## src/rtl/sdh_cmd_pkg.sv

```systemverilog
package sdh_cmd_pkg;
   localparam int REG_W       = 32;
   // register word addresses
   localparam int REG_BLK     = 0;
   localparam int REG_ARG     = 1;
   localparam int REG_CMD     = 2;
   localparam int REG_RSP0    = 3;
   localparam int REG_STATUS  = 7;
   localparam int REG_IRQ     = 8;
   localparam int REG_MASK    = 9;
   // command word fields
   localparam int CW_IDX_LSB  = 24;
   localparam int CW_DATA_BIT = 21;
   localparam int CW_RSP_LSB  = 16;
   localparam int CW_MULTI    = 5;
   localparam int CW_DIR      = 4;
   localparam int CW_CNTEN    = 1;
   localparam int BLK_CNT_LSB = 16;
   // interrupt word positions
   localparam int IRQ_CMD_DONE  = 0;
   localparam int IRQ_DATA_DONE = 1;
   localparam int IRQ_WR_RDY    = 4;
   localparam int IRQ_RD_RDY    = 5;
   localparam int IRQ_ERR_SUM   = 15;
   localparam int IRQ_ERR_LSB   = 16;

   typedef enum logic [1:0] {
      RSP_NONE = 2'd0,
      RSP_136  = 2'd1,
      RSP_48   = 2'd2,
      RSP_48B  = 2'd3
   } rsp_e;
endpackage

```

## src/rtl/sdh_inhibit_track.sv

```systemverilog
module sdh_inhibit_track (
   input  logic       clk,
   input  logic       rst_n,
   input  logic       wr_cmd,
   input  logic [1:0] wr_rsp,
   input  logic       wr_data_flag,
   input  logic       eng_cmd_done,
   input  logic       eng_err_any,
   input  logic       eng_busy_rel,
   input  logic       eng_data_done,
   output logic       accept,
   output logic       cmd_inh,
   output logic       dat_inh
);
   import sdh_cmd_pkg::*;

   logic busy_type;

   assign busy_type = (wr_rsp == RSP_48B);
   assign accept    = wr_cmd && !cmd_inh && !(busy_type && dat_inh);

   always_ff @(posedge clk or negedge rst_n) begin
      if (!rst_n) begin
         cmd_inh <= 1'b0;
         dat_inh <= 1'b0;
      end else begin
         if (accept)
            cmd_inh <= 1'b1;
         else if (eng_cmd_done || eng_err_any)
            cmd_inh <= 1'b0;

         if (accept && (busy_type || wr_data_flag))
            dat_inh <= 1'b1;
         else if (eng_busy_rel || eng_data_done)
            dat_inh <= 1'b0;
      end
   end
endmodule

```

## src/rtl/sdh_irq_status.sv

```systemverilog
module sdh_irq_status #(
   parameter int ERR_BITS = 9
) (
   input  logic                clk,
   input  logic                rst_n,
   input  logic                ev_cmd_done,
   input  logic                ev_data_done,
   input  logic                ev_wr_rdy,
   input  logic                ev_rd_rdy,
   input  logic [ERR_BITS-1:0] ev_err,
   input  logic                clr_wr,
   input  logic [3:0]          clr_ev,
   input  logic [ERR_BITS-1:0] clr_err,
   output logic [31:0]         stat_word
);
   import sdh_cmd_pkg::*;

   logic [3:0]          ev_q;
   logic [3:0]          ev_set;
   logic [ERR_BITS-1:0] err_q;

   assign ev_set = {ev_rd_rdy, ev_wr_rdy, ev_data_done, ev_cmd_done};

   always_ff @(posedge clk or negedge rst_n) begin
      if (!rst_n) begin
         ev_q  <= '0;
         err_q <= '0;
      end else begin
         ev_q  <= (ev_q  & ~(clr_ev  & {4{clr_wr}}))        | ev_set;
         err_q <= (err_q & ~(clr_err & {ERR_BITS{clr_wr}})) | ev_err;
      end
   end

   always_comb begin
      stat_word                          = '0;
      stat_word[IRQ_CMD_DONE]            = ev_q[0];
      stat_word[IRQ_DATA_DONE]           = ev_q[1];
      stat_word[IRQ_WR_RDY]              = ev_q[2];
      stat_word[IRQ_RD_RDY]              = ev_q[3];
      stat_word[IRQ_ERR_SUM]             = |err_q;
      stat_word[IRQ_ERR_LSB +: ERR_BITS] = err_q;
   end
endmodule

```

## src/rtl/sdh_rsp_bank.sv

```systemverilog
module sdh_rsp_bank #(
   parameter int RSP_REGS = 4
) (
   input  logic                   clk,
   input  logic                   rst_n,
   input  logic                   load,
   input  logic [1:0]             rsp_type,
   input  logic [RSP_REGS*32-1:0] rsp_in,
   output logic [RSP_REGS*32-1:0] rsp_q
);
   import sdh_cmd_pkg::*;

   for (genvar i = 0; i < RSP_REGS; i++) begin : g_word
      logic take;
      if (i == 0) begin : g_first
         assign take = load && (rsp_type != RSP_NONE);
      end else begin : g_rest
         assign take = load && (rsp_type == RSP_136);
      end
      always_ff @(posedge clk or negedge rst_n) begin
         if (!rst_n)
            rsp_q[i*32 +: 32] <= '0;
         else if (take)
            rsp_q[i*32 +: 32] <= rsp_in[i*32 +: 32];
      end
   end
endmodule

```

## src/rtl/sdh_cmd_issue.sv

```systemverilog
module sdh_cmd_issue #(
   parameter int ADDR_W    = 4,
   parameter int ERR_BITS  = 9,
   parameter int BLK_SZ_W  = 10,
   parameter int BLK_CNT_W = 16,
   parameter int RSP_REGS  = 4
) (
   input  logic                   clk,
   input  logic                   rst_n,
   input  logic                   bus_wr_en,
   input  logic [ADDR_W-1:0]      bus_addr,
   input  logic [31:0]            bus_wdata,
   output logic [31:0]            bus_rdata,
   output logic                   irq,
   output logic                   cmd_start,
   output logic [5:0]             cmd_index,
   output logic [31:0]            cmd_arg,
   output logic [1:0]             cmd_rsp_type,
   output logic                   cmd_has_data,
   output logic                   cmd_card_to_host,
   output logic                   cmd_multi_blk,
   output logic                   cmd_cnt_en,
   output logic [BLK_SZ_W-1:0]    xfer_blk_size,
   output logic [BLK_CNT_W-1:0]   xfer_blk_cnt,
   input  logic                   eng_cmd_done,
   input  logic [RSP_REGS*32-1:0] eng_rsp,
   input  logic [ERR_BITS-1:0]    eng_err,
   input  logic                   eng_data_done,
   input  logic                   eng_wr_rdy,
   input  logic                   eng_rd_rdy,
   input  logic                   eng_busy_rel,
   input  logic                   eng_dat_active
);
   import sdh_cmd_pkg::*;

   localparam logic [ADDR_W-1:0] A_BLK    = ADDR_W'(REG_BLK);
   localparam logic [ADDR_W-1:0] A_ARG    = ADDR_W'(REG_ARG);
   localparam logic [ADDR_W-1:0] A_CMD    = ADDR_W'(REG_CMD);
   localparam logic [ADDR_W-1:0] A_STATUS = ADDR_W'(REG_STATUS);
   localparam logic [ADDR_W-1:0] A_IRQ    = ADDR_W'(REG_IRQ);
   localparam logic [ADDR_W-1:0] A_MASK   = ADDR_W'(REG_MASK);

   if (ADDR_W < 4) begin : g_bad_addr
      $error("ADDR_W must cover the register map");
   end
   if (ERR_BITS < 1 || ERR_BITS > 16) begin : g_bad_err
      $error("ERR_BITS must be in 1..16");
   end
   if (BLK_SZ_W > 16 || BLK_CNT_W > 16) begin : g_bad_blk
      $error("block fields must fit their half words");
   end
   if (RSP_REGS != 4) begin : g_bad_rsp
      $error("a long response needs four response words");
   end

   logic [BLK_SZ_W-1:0]    size_q;
   logic [BLK_CNT_W-1:0]   cnt_q;
   logic [31:0]            arg_q;
   logic [31:0]            cwd_q;
   logic [31:0]            irq_mask;
   logic                   start_q;
   logic                   accept;
   logic                   cmd_inh;
   logic                   dat_inh;
   logic [31:0]            irq_word;
   logic [RSP_REGS*32-1:0] rsp_q;
   logic                   wr_cmd;
   logic                   wr_irq;

   assign wr_cmd = bus_wr_en && (bus_addr == A_CMD);
   assign wr_irq = bus_wr_en && (bus_addr == A_IRQ);

   sdh_inhibit_track u_inh (
      .clk          (clk),
      .rst_n        (rst_n),
      .wr_cmd       (wr_cmd),
      .wr_rsp       (bus_wdata[CW_RSP_LSB +: 2]),
      .wr_data_flag (bus_wdata[CW_DATA_BIT]),
      .eng_cmd_done (eng_cmd_done),
      .eng_err_any  (|eng_err),
      .eng_busy_rel (eng_busy_rel),
      .eng_data_done(eng_data_done),
      .accept       (accept),
      .cmd_inh      (cmd_inh),
      .dat_inh      (dat_inh)
   );

   sdh_irq_status #(.ERR_BITS(ERR_BITS)) u_irq (
      .clk         (clk),
      .rst_n       (rst_n),
      .ev_cmd_done (eng_cmd_done),
      .ev_data_done(eng_data_done),
      .ev_wr_rdy   (eng_wr_rdy),
      .ev_rd_rdy   (eng_rd_rdy),
      .ev_err      (eng_err),
      .clr_wr      (wr_irq),
      .clr_ev      ({bus_wdata[IRQ_RD_RDY], bus_wdata[IRQ_WR_RDY],
                     bus_wdata[IRQ_DATA_DONE], bus_wdata[IRQ_CMD_DONE]}),
      .clr_err     (bus_wdata[IRQ_ERR_LSB +: ERR_BITS]),
      .stat_word   (irq_word)
   );

   sdh_rsp_bank #(.RSP_REGS(RSP_REGS)) u_rsp (
      .clk     (clk),
      .rst_n   (rst_n),
      .load    (eng_cmd_done),
      .rsp_type(cwd_q[CW_RSP_LSB +: 2]),
      .rsp_in  (eng_rsp),
      .rsp_q   (rsp_q)
   );

   always_ff @(posedge clk or negedge rst_n) begin
      if (!rst_n) begin
         size_q   <= '0;
         cnt_q    <= '0;
         arg_q    <= '0;
         cwd_q    <= '0;
         irq_mask <= '0;
         start_q  <= 1'b0;
      end else begin
         start_q <= accept;
         if (accept)
            cwd_q <= bus_wdata;
         if (bus_wr_en && bus_addr == A_BLK) begin
            size_q <= bus_wdata[BLK_SZ_W-1:0];
            cnt_q  <= bus_wdata[BLK_CNT_LSB +: BLK_CNT_W];
         end
         if (bus_wr_en && bus_addr == A_ARG)
            arg_q <= bus_wdata;
         if (bus_wr_en && bus_addr == A_MASK)
            irq_mask <= bus_wdata;
      end
   end

   always_comb begin
      bus_rdata = '0;
      case (bus_addr)
         A_BLK: begin
            bus_rdata[BLK_SZ_W-1:0]              = size_q;
            bus_rdata[BLK_CNT_LSB +: BLK_CNT_W]  = cnt_q;
         end
         A_ARG:    bus_rdata = arg_q;
         A_CMD:    bus_rdata = cwd_q;
         A_STATUS: bus_rdata[2:0] = {eng_dat_active, dat_inh, cmd_inh};
         A_IRQ:    bus_rdata = irq_word;
         A_MASK:   bus_rdata = irq_mask;
         default: begin
            for (int i = 0; i < RSP_REGS; i++)
               if (bus_addr == ADDR_W'(REG_RSP0 + i))
                  bus_rdata = rsp_q[i*32 +: 32];
         end
      endcase
   end

   assign irq              = |(irq_word & irq_mask);
   assign cmd_start        = start_q;
   assign cmd_index        = cwd_q[CW_IDX_LSB +: 6];
   assign cmd_arg          = arg_q;
   assign cmd_rsp_type     = cwd_q[CW_RSP_LSB +: 2];
   assign cmd_has_data     = cwd_q[CW_DATA_BIT];
   assign cmd_card_to_host = cwd_q[CW_DIR];
   assign cmd_multi_blk    = cwd_q[CW_MULTI];
   assign cmd_cnt_en       = cwd_q[CW_CNTEN];
   assign xfer_blk_size    = size_q;
   assign xfer_blk_cnt     = cnt_q;
endmodule

```

## config.mk

```make
export PLATFORM = sky130hd
export DESIGN_NAME = sdh_cmd_issue
export DESIGN_NICKNAME = d
export VERILOG_FILES = /design/src/rtl/sdh_cmd_pkg.sv /design/src/rtl/sdh_inhibit_track.sv /design/src/rtl/sdh_irq_status.sv /design/src/rtl/sdh_rsp_bank.sv /design/src/rtl/sdh_cmd_issue.sv
export SDC_FILE = /design/constraint.sdc
export NUM_CORES = 1
export LEC_CHECK = 0
export BUFFER_PORTS_ARGS = -buffer_cell sky130_fd_sc_hd__buf_2
export CAP_MARGIN = 15
export CORE_MARGIN = 2
export CORE_UTILIZATION = 45
export CTS_CLUSTER_SIZE = 40
export DETAILED_ROUTE_END_ITERATION = 12
export PLACE_DENSITY = 0.72
export REMOVE_ABC_BUFFERS = 1
export SYNTH_ARGS = -nofsm -noshare
export SYNTH_HDL_FRONTEND = slang
export SYNTH_SLANG_ARGS = --single-unit
export TNS_END_PERCENT = 100
```

## constraint.sdc

```tcl
create_clock -name clk -period 3 [get_ports clk]
set_clock_uncertainty 0.05 [all_clocks]
set_input_delay 0.6 -clock clk [delete_from_list [all_inputs] [get_ports clk]]
set_output_delay 0.6 -clock clk [all_outputs]
set_load 0.03 [all_outputs]
```

* Word-level counts from Yosys, hierarchy flattened
Index checks and enable logic that the tools add are counted.
** Word-level totals
- Register bits :: 266
- Output and inout port bits :: 104
- Bits of input ports :: 182
** Operators by class
- Reduce and logical (&&, ||, !) cells :: 24
- Bitwise logic cells :: 9
- Eq/ne operators :: 11
- Multiplexer cells :: 12
** Operators by type and width (count)
- 2-to-1 mux 32 bit :: 4
- one-hot mux 16 bit (6 select lines) :: 1
- one-hot mux 7 bit (6 select lines) :: 1
- bitwise AND 25 x 32 -> 32 bit :: 1
- OR reduction 32 bit :: 1
- one-hot mux 6 bit (5 select lines) :: 1
- bitwise AND 9 bit :: 2
- one-hot mux 3 bit (6 select lines) :: 1
- OR reduction 9 bit :: 2
- == test 4 x 3 -> 1 bit (second input constant) :: 4
- logical AND 1 bit :: 11
- NOT 9 bit :: 1
- OR 9 bit :: 1
- bitwise AND 4 bit :: 2
- == test 4 x 2 -> 1 bit (second input constant) :: 2
- == test 4 bit (second input constant) :: 2
- nonzero test 2 bit :: 3
- == test 4 x 1 -> 1 bit (second input constant) :: 1
- zero test 4 bit :: 1
- 2-to-1 mux 1 bit :: 4
- NOT 4 bit :: 1
- OR 4 bit :: 1
- logical OR 1 bit :: 3
- == test 2 x 1 -> 1 bit (second input constant) :: 1
- other kinds (3) :: 4

* Logic depth before layout (Yosys ltp)
- Word-level depth :: 6
- Gate-level depth with buffers :: 7

* Hierarchy
Synthesis repeated with hierarchy kept, for this count alone.
** Second synthesis, totals
- Cells, all modules :: 979
- Area, all modules :: 12672.2 um^2
** Modules (own cells, without submodules)
- sdh_cmd_issue :: area each 7149.4 um^2, instances 1, cells an instance 635, sequential area each 3078.0 um^2
- sdh_rsp_bank :: area each 4769.6 um^2, instances 1, cells an instance 271, sequential area each 3203.1 um^2
- sdh_irq_status :: area each 641.9 um^2, instances 1, cells an instance 63, sequential area each 325.3 um^2
- sdh_inhibit_track :: area each 111.4 um^2, instances 1, cells an instance 10, sequential area each 50.0 um^2

* Worst setup path after synthesis
OpenSTA, ideal clock, no wires.
- Path kind :: input to output
- Start :: input bus_addr[0]
- End :: output bus_rdata[0]
- Stages on the path :: 6
- Setup slack :: -62 ps
- Buffers on the path :: 3
- Data arrival time :: 2412 ps
- Path through :: buf_6 buf_6 clkbuf_1 o22ai_1 a21oi_1 o311ai_0
** On the way
- Longest elaborated chain between the ends :: 6
- Elaborated cells between the ends (all ways) :: 15
- Classes of those cells :: eq/ne: 9; mux: 5; reduce/logical: 1
** Ends and longest elaborated chain
- from (decl) :: line sdh_cmd_issue.sv:11 : input logic [ADDR_W-1:0] bus_addr,
- == test 4 x 2 -> 1 bit :: line sdh_cmd_issue.sv:149 : if (bus_addr == ADDR_W'(REG_RSP0 + i))
- 2-to-1 mux 32 bit (4 in series) :: line sdh_cmd_issue.sv:149
- one-hot mux 3 bit (6 select lines) (*) :: line sdh_cmd_issue.sv:137 : case (bus_addr)
- to (decl) :: line sdh_cmd_issue.sv:13 : output logic [31:0] bus_rdata,
Every way passes the cells marked *; elsewhere a longest branch is shown, timed or not.

* Worst setup path in the final report
- Start :: input bus_addr[0]
- End :: output bus_rdata[20]
** On the way
- Longest elaborated chain between the ends :: 6
- Elaborated cells between the ends (all ways) :: 15
- Classes of those cells :: eq/ne: 9; mux: 5; reduce/logical: 1
** Ends and longest elaborated chain (line)
- == test 4 x 2 -> 1 bit :: sdh_cmd_issue.sv:149
- 2-to-1 mux 32 bit (4 in series) :: sdh_cmd_issue.sv:149
- one-hot mux 16 bit (6 select lines) (*) :: sdh_cmd_issue.sv:137
Marked as above.

==> results.toml <==
[status]
status = "complete, no violations"

[cts]
cts_tree = "yes"
worstSkewPairLatency_ns = 0.54
clkTransAtPathRegs_ns = 0.06
htree_num_levels = 1
cts-root-to-sink-buffers = 3
tritoncts_sinks = 266
clk_root_buffer_cell = "clkbuf_16"
numCtsBuffers = 29
cts_post_setup_buffers_inserted = 0

[synthesis]
synth_cell_types = 63
netlist.top_cell.by_area = "dfrtp_1"
synth_edf_count = 0
synth.area.top_cells = "dfrtp_1 (52%), mux2_2 (20%), mux2_1 (2.6%)"
netlist_area_mm2 = 0.0127
synthFlopType = "dfrtp_1"
synth.ff_latch_count = 266
postSynthCellCount = 1011
synth-warning-count = 0
syn-mean-instance-area_um2 = 12.6
async_reset_ff_share_pct = 100
synth-seq-area-share_pct = 52.4
yosys.area.top_type_share_pct = 52.4

[power_and_ir_drop]
irDropWorstVdd_mv = 0.473
p_total_uw = 12300
power_leakage_uw = 0.00720
power.density_mw_per_mm2 = 774

[worst_setup_path]
worst_ep_arrival_time_ns = 2.30
worst_r2r_startpoint = "cwd_q[17]$_DFFE_PN0P_"
setup.reg_to_reg.worst_slack_ns = 1.17
reg2reg_to = "u_rsp.rsp_q[25]$_DFFE_PN0P_"
worst-path-max-fanout = 11
worstSetupStartpointType = "primary input"
critical_path_required_ns = 2.35
category_of_the_most_critical_setup_path = "primary input to output pin"
number_of_cells_on_the_worst_reg_to_reg_path = 3
worst_setup_path_end_kind = "output pin"

[hold_path]
worst_hold_path.num_cells = 2
hold_path_end = "u_irq.ev_q[2]$_DFF_PN0_"
worstHoldStart = "eng_wr_rdy"
hold_class = "primary input to flip-flop"

[floorplan]
placement_rows = 61
design.die.area_mm2 = 0.0296
initial_core_util_pct = 45.7
die_boundary_height_um = 172
core_area_mm2 = 0.0278
die_w_um = 172
num_io_pins = 286

[placed_design]
dpl.cell_count = 1660
dpl.hpwl_um = 27500
portBuffers = 285
finalWeightedCongestion = 0.912

[global_routing]
wire_length_of_the_first_global_routing_pass_um = 57400
overall_global_routing_resource_usage_pct = 25.2
via_count_of_the_first_global_routing_pass = 10100
grt.overflow.total = 0
grt_antenna_before_repair = 10
grt_max_degree = 103

[drt]
via_per_inst = 5.76
drt-total-wl_um = 38100
detail_route.drc_violations = 0
route.antenna.remaining_nets = 0
routed-via-count = 9914
drt_iter0_markers = 895
firstDrtPassIters = 6
wl_per_cell_um = 22.1

[timing]
max_slew.worst_pin.slew_ns = 0.605
report.final.hold_viol_count = 0
worst_slew_margin_rel_pct = 59.7
grt_setup_unrepaired = "false"
slew_violations = 0
final_critical_path_required_period_ns = 2.95
final_worst_path_period_share_pct = 98.5
timing.final.setup_violations = 0
max_freq_mhz = 338

[final_layout]
area.growth.synth_to_final_pct = 25.2
fillCellCount = 2389
net_total_in_the_final_layout = 1496
final_layout_size_suffix_gt1_share_pct = 48.2
number_of_cells_in_the_finished_layout_apart_from_fillers = 1720

[flow_run]
cap_violations = 0
[worst max-delay path: stages]
cell	delay (ns)
buf_4	0.15
buf_4	0.17
buf_12	0.15
nor4_4	0.26
buf_4	0.24
a22oi_1	0.10
and3_1	0.25
o31ai_1	0.13
buf_4	0.24
[cells in the final DEF (no fill, tap or decap), drive strengths merged, types with 19 or more instances in the layout]
cell type	instances
buf	359
dfrtp	266
mux2	249
o21ai	50
clkbuf	47
nand2	43
a21oi	37
inv	30
nor2b	23
a22oi	22
a211oi	19
[routing by layer]
metal  GRT usage, %  part of all wire, %  wire [µm]
met1           31.5                   40      15400
met2           42.8                   48      18300
met3           6.50                  8.1       3070
met4           8.44                  3.1       1190
met5              0                 0.22         84
[state kept, by name (all words and copies together) (netlist names), 4 cells and up]
signal / cells
cmd_arg: 32
xfer_blk_size: 10
u_irq.err_q: 9
irq_mask: 32
cwd_q: 32
u_irq.ev_q: 4
u_rsp.rsp_q: 128
xfer_blk_cnt: 16
[report_power, final]
group / internal, µW / switching, µW
clock: 2210 / 1430
combinational: 1540 / 1640
sequential: 4760 / 719
total: 8520 / 3790
[final cells by class]
cell class                      instances  area, µm²  share of cell area, %
Timing Repair Buffer                  360       2190                   13.8
Sequential cell                       266       6660                   41.9
Antenna cell                            6       15.0                 0.0945
Clock buffer                           47        903                   5.69
Multi-Input combinational cell        627       5450                   34.3
Clock inverter                          6       83.8                  0.528
Tap cell                              378        473                   2.98
Inverter                               30        114                  0.717
[repair_timing]
item / in CTS / in global routing
setup endpoints to repair: 2 / 12
pin swaps: 1 / 2
hold endpoints to repair: 38 / 0
gates resized for setup: 2 / 14
hold buffers: 1 / 0
[kinds of logic after synthesis]
family | count (synthesis) | synth area share, %
flops | 266 | 52.4
compound gates | 265 | 15.0
simple gates | 108 | 5.23
buf+inv | 118 | 4.87
mux | 254 | 22.5
[synthesized netlist by cell type, drive strengths merged (5+ instances only)]
| master | instances |
|---|---|
| and3 | 9 |
| o21ai | 50 |
| a32o | 12 |
| dfrtp | 266 |
| a21o | 14 |
| a22o | 18 |
| o31ai | 11 |
| a222oi | 14 |
| a311oi | 11 |
| inv | 29 |
| nand2 | 43 |
| a211o | 15 |
| mux2i | 5 |
| o22ai | 17 |
| a21oi | 37 |
| clkbuf | 29 |
| mux2 | 249 |
| nor2b | 23 |
| a211oi | 19 |
| buf | 59 |
| a22oi | 22 |
[worst max path at each step]
stage | start | end | slack, ns | cells past startpoint
after global placement | bus_addr[0] | bus_rdata[30] | -0.005 | 7
after detailed placement | bus_addr[0] | bus_rdata[30] | -0.02 | 7
after CTS | bus_addr[0] | bus_rdata[15] | 0.007 | 8
final | bus_addr[0] | bus_rdata[20] | 0.05 | 9
after floorplan | cwd_q[16]$_DFFE_PN0P_ | u_rsp.rsp_q[100]$_DFFE_PN0P_ | -0.94 | 2
after global routing | bus_addr[0] | bus_rdata[20] | 0.004 | 9
[per-stage QoR]
stage	area (µm²)	setup TNS [ns]	setup WS, ns	utilization (%)	hold slack [ns]
detailed placement	14800	-0.0213	-0.0213	53.4	0.426
global route	15900	0	0.00422	57.2	0.180
floorplan	12200	-96.05	-0.943	-	0.254
finish	15900	0	0.0458	57.2	0.187
CTS	15800	0	0.00661	57.0	0.165
global placement	14800	-0.00530	-0.00530	53.4	0.417
Power figures use the tool's default switching activity.
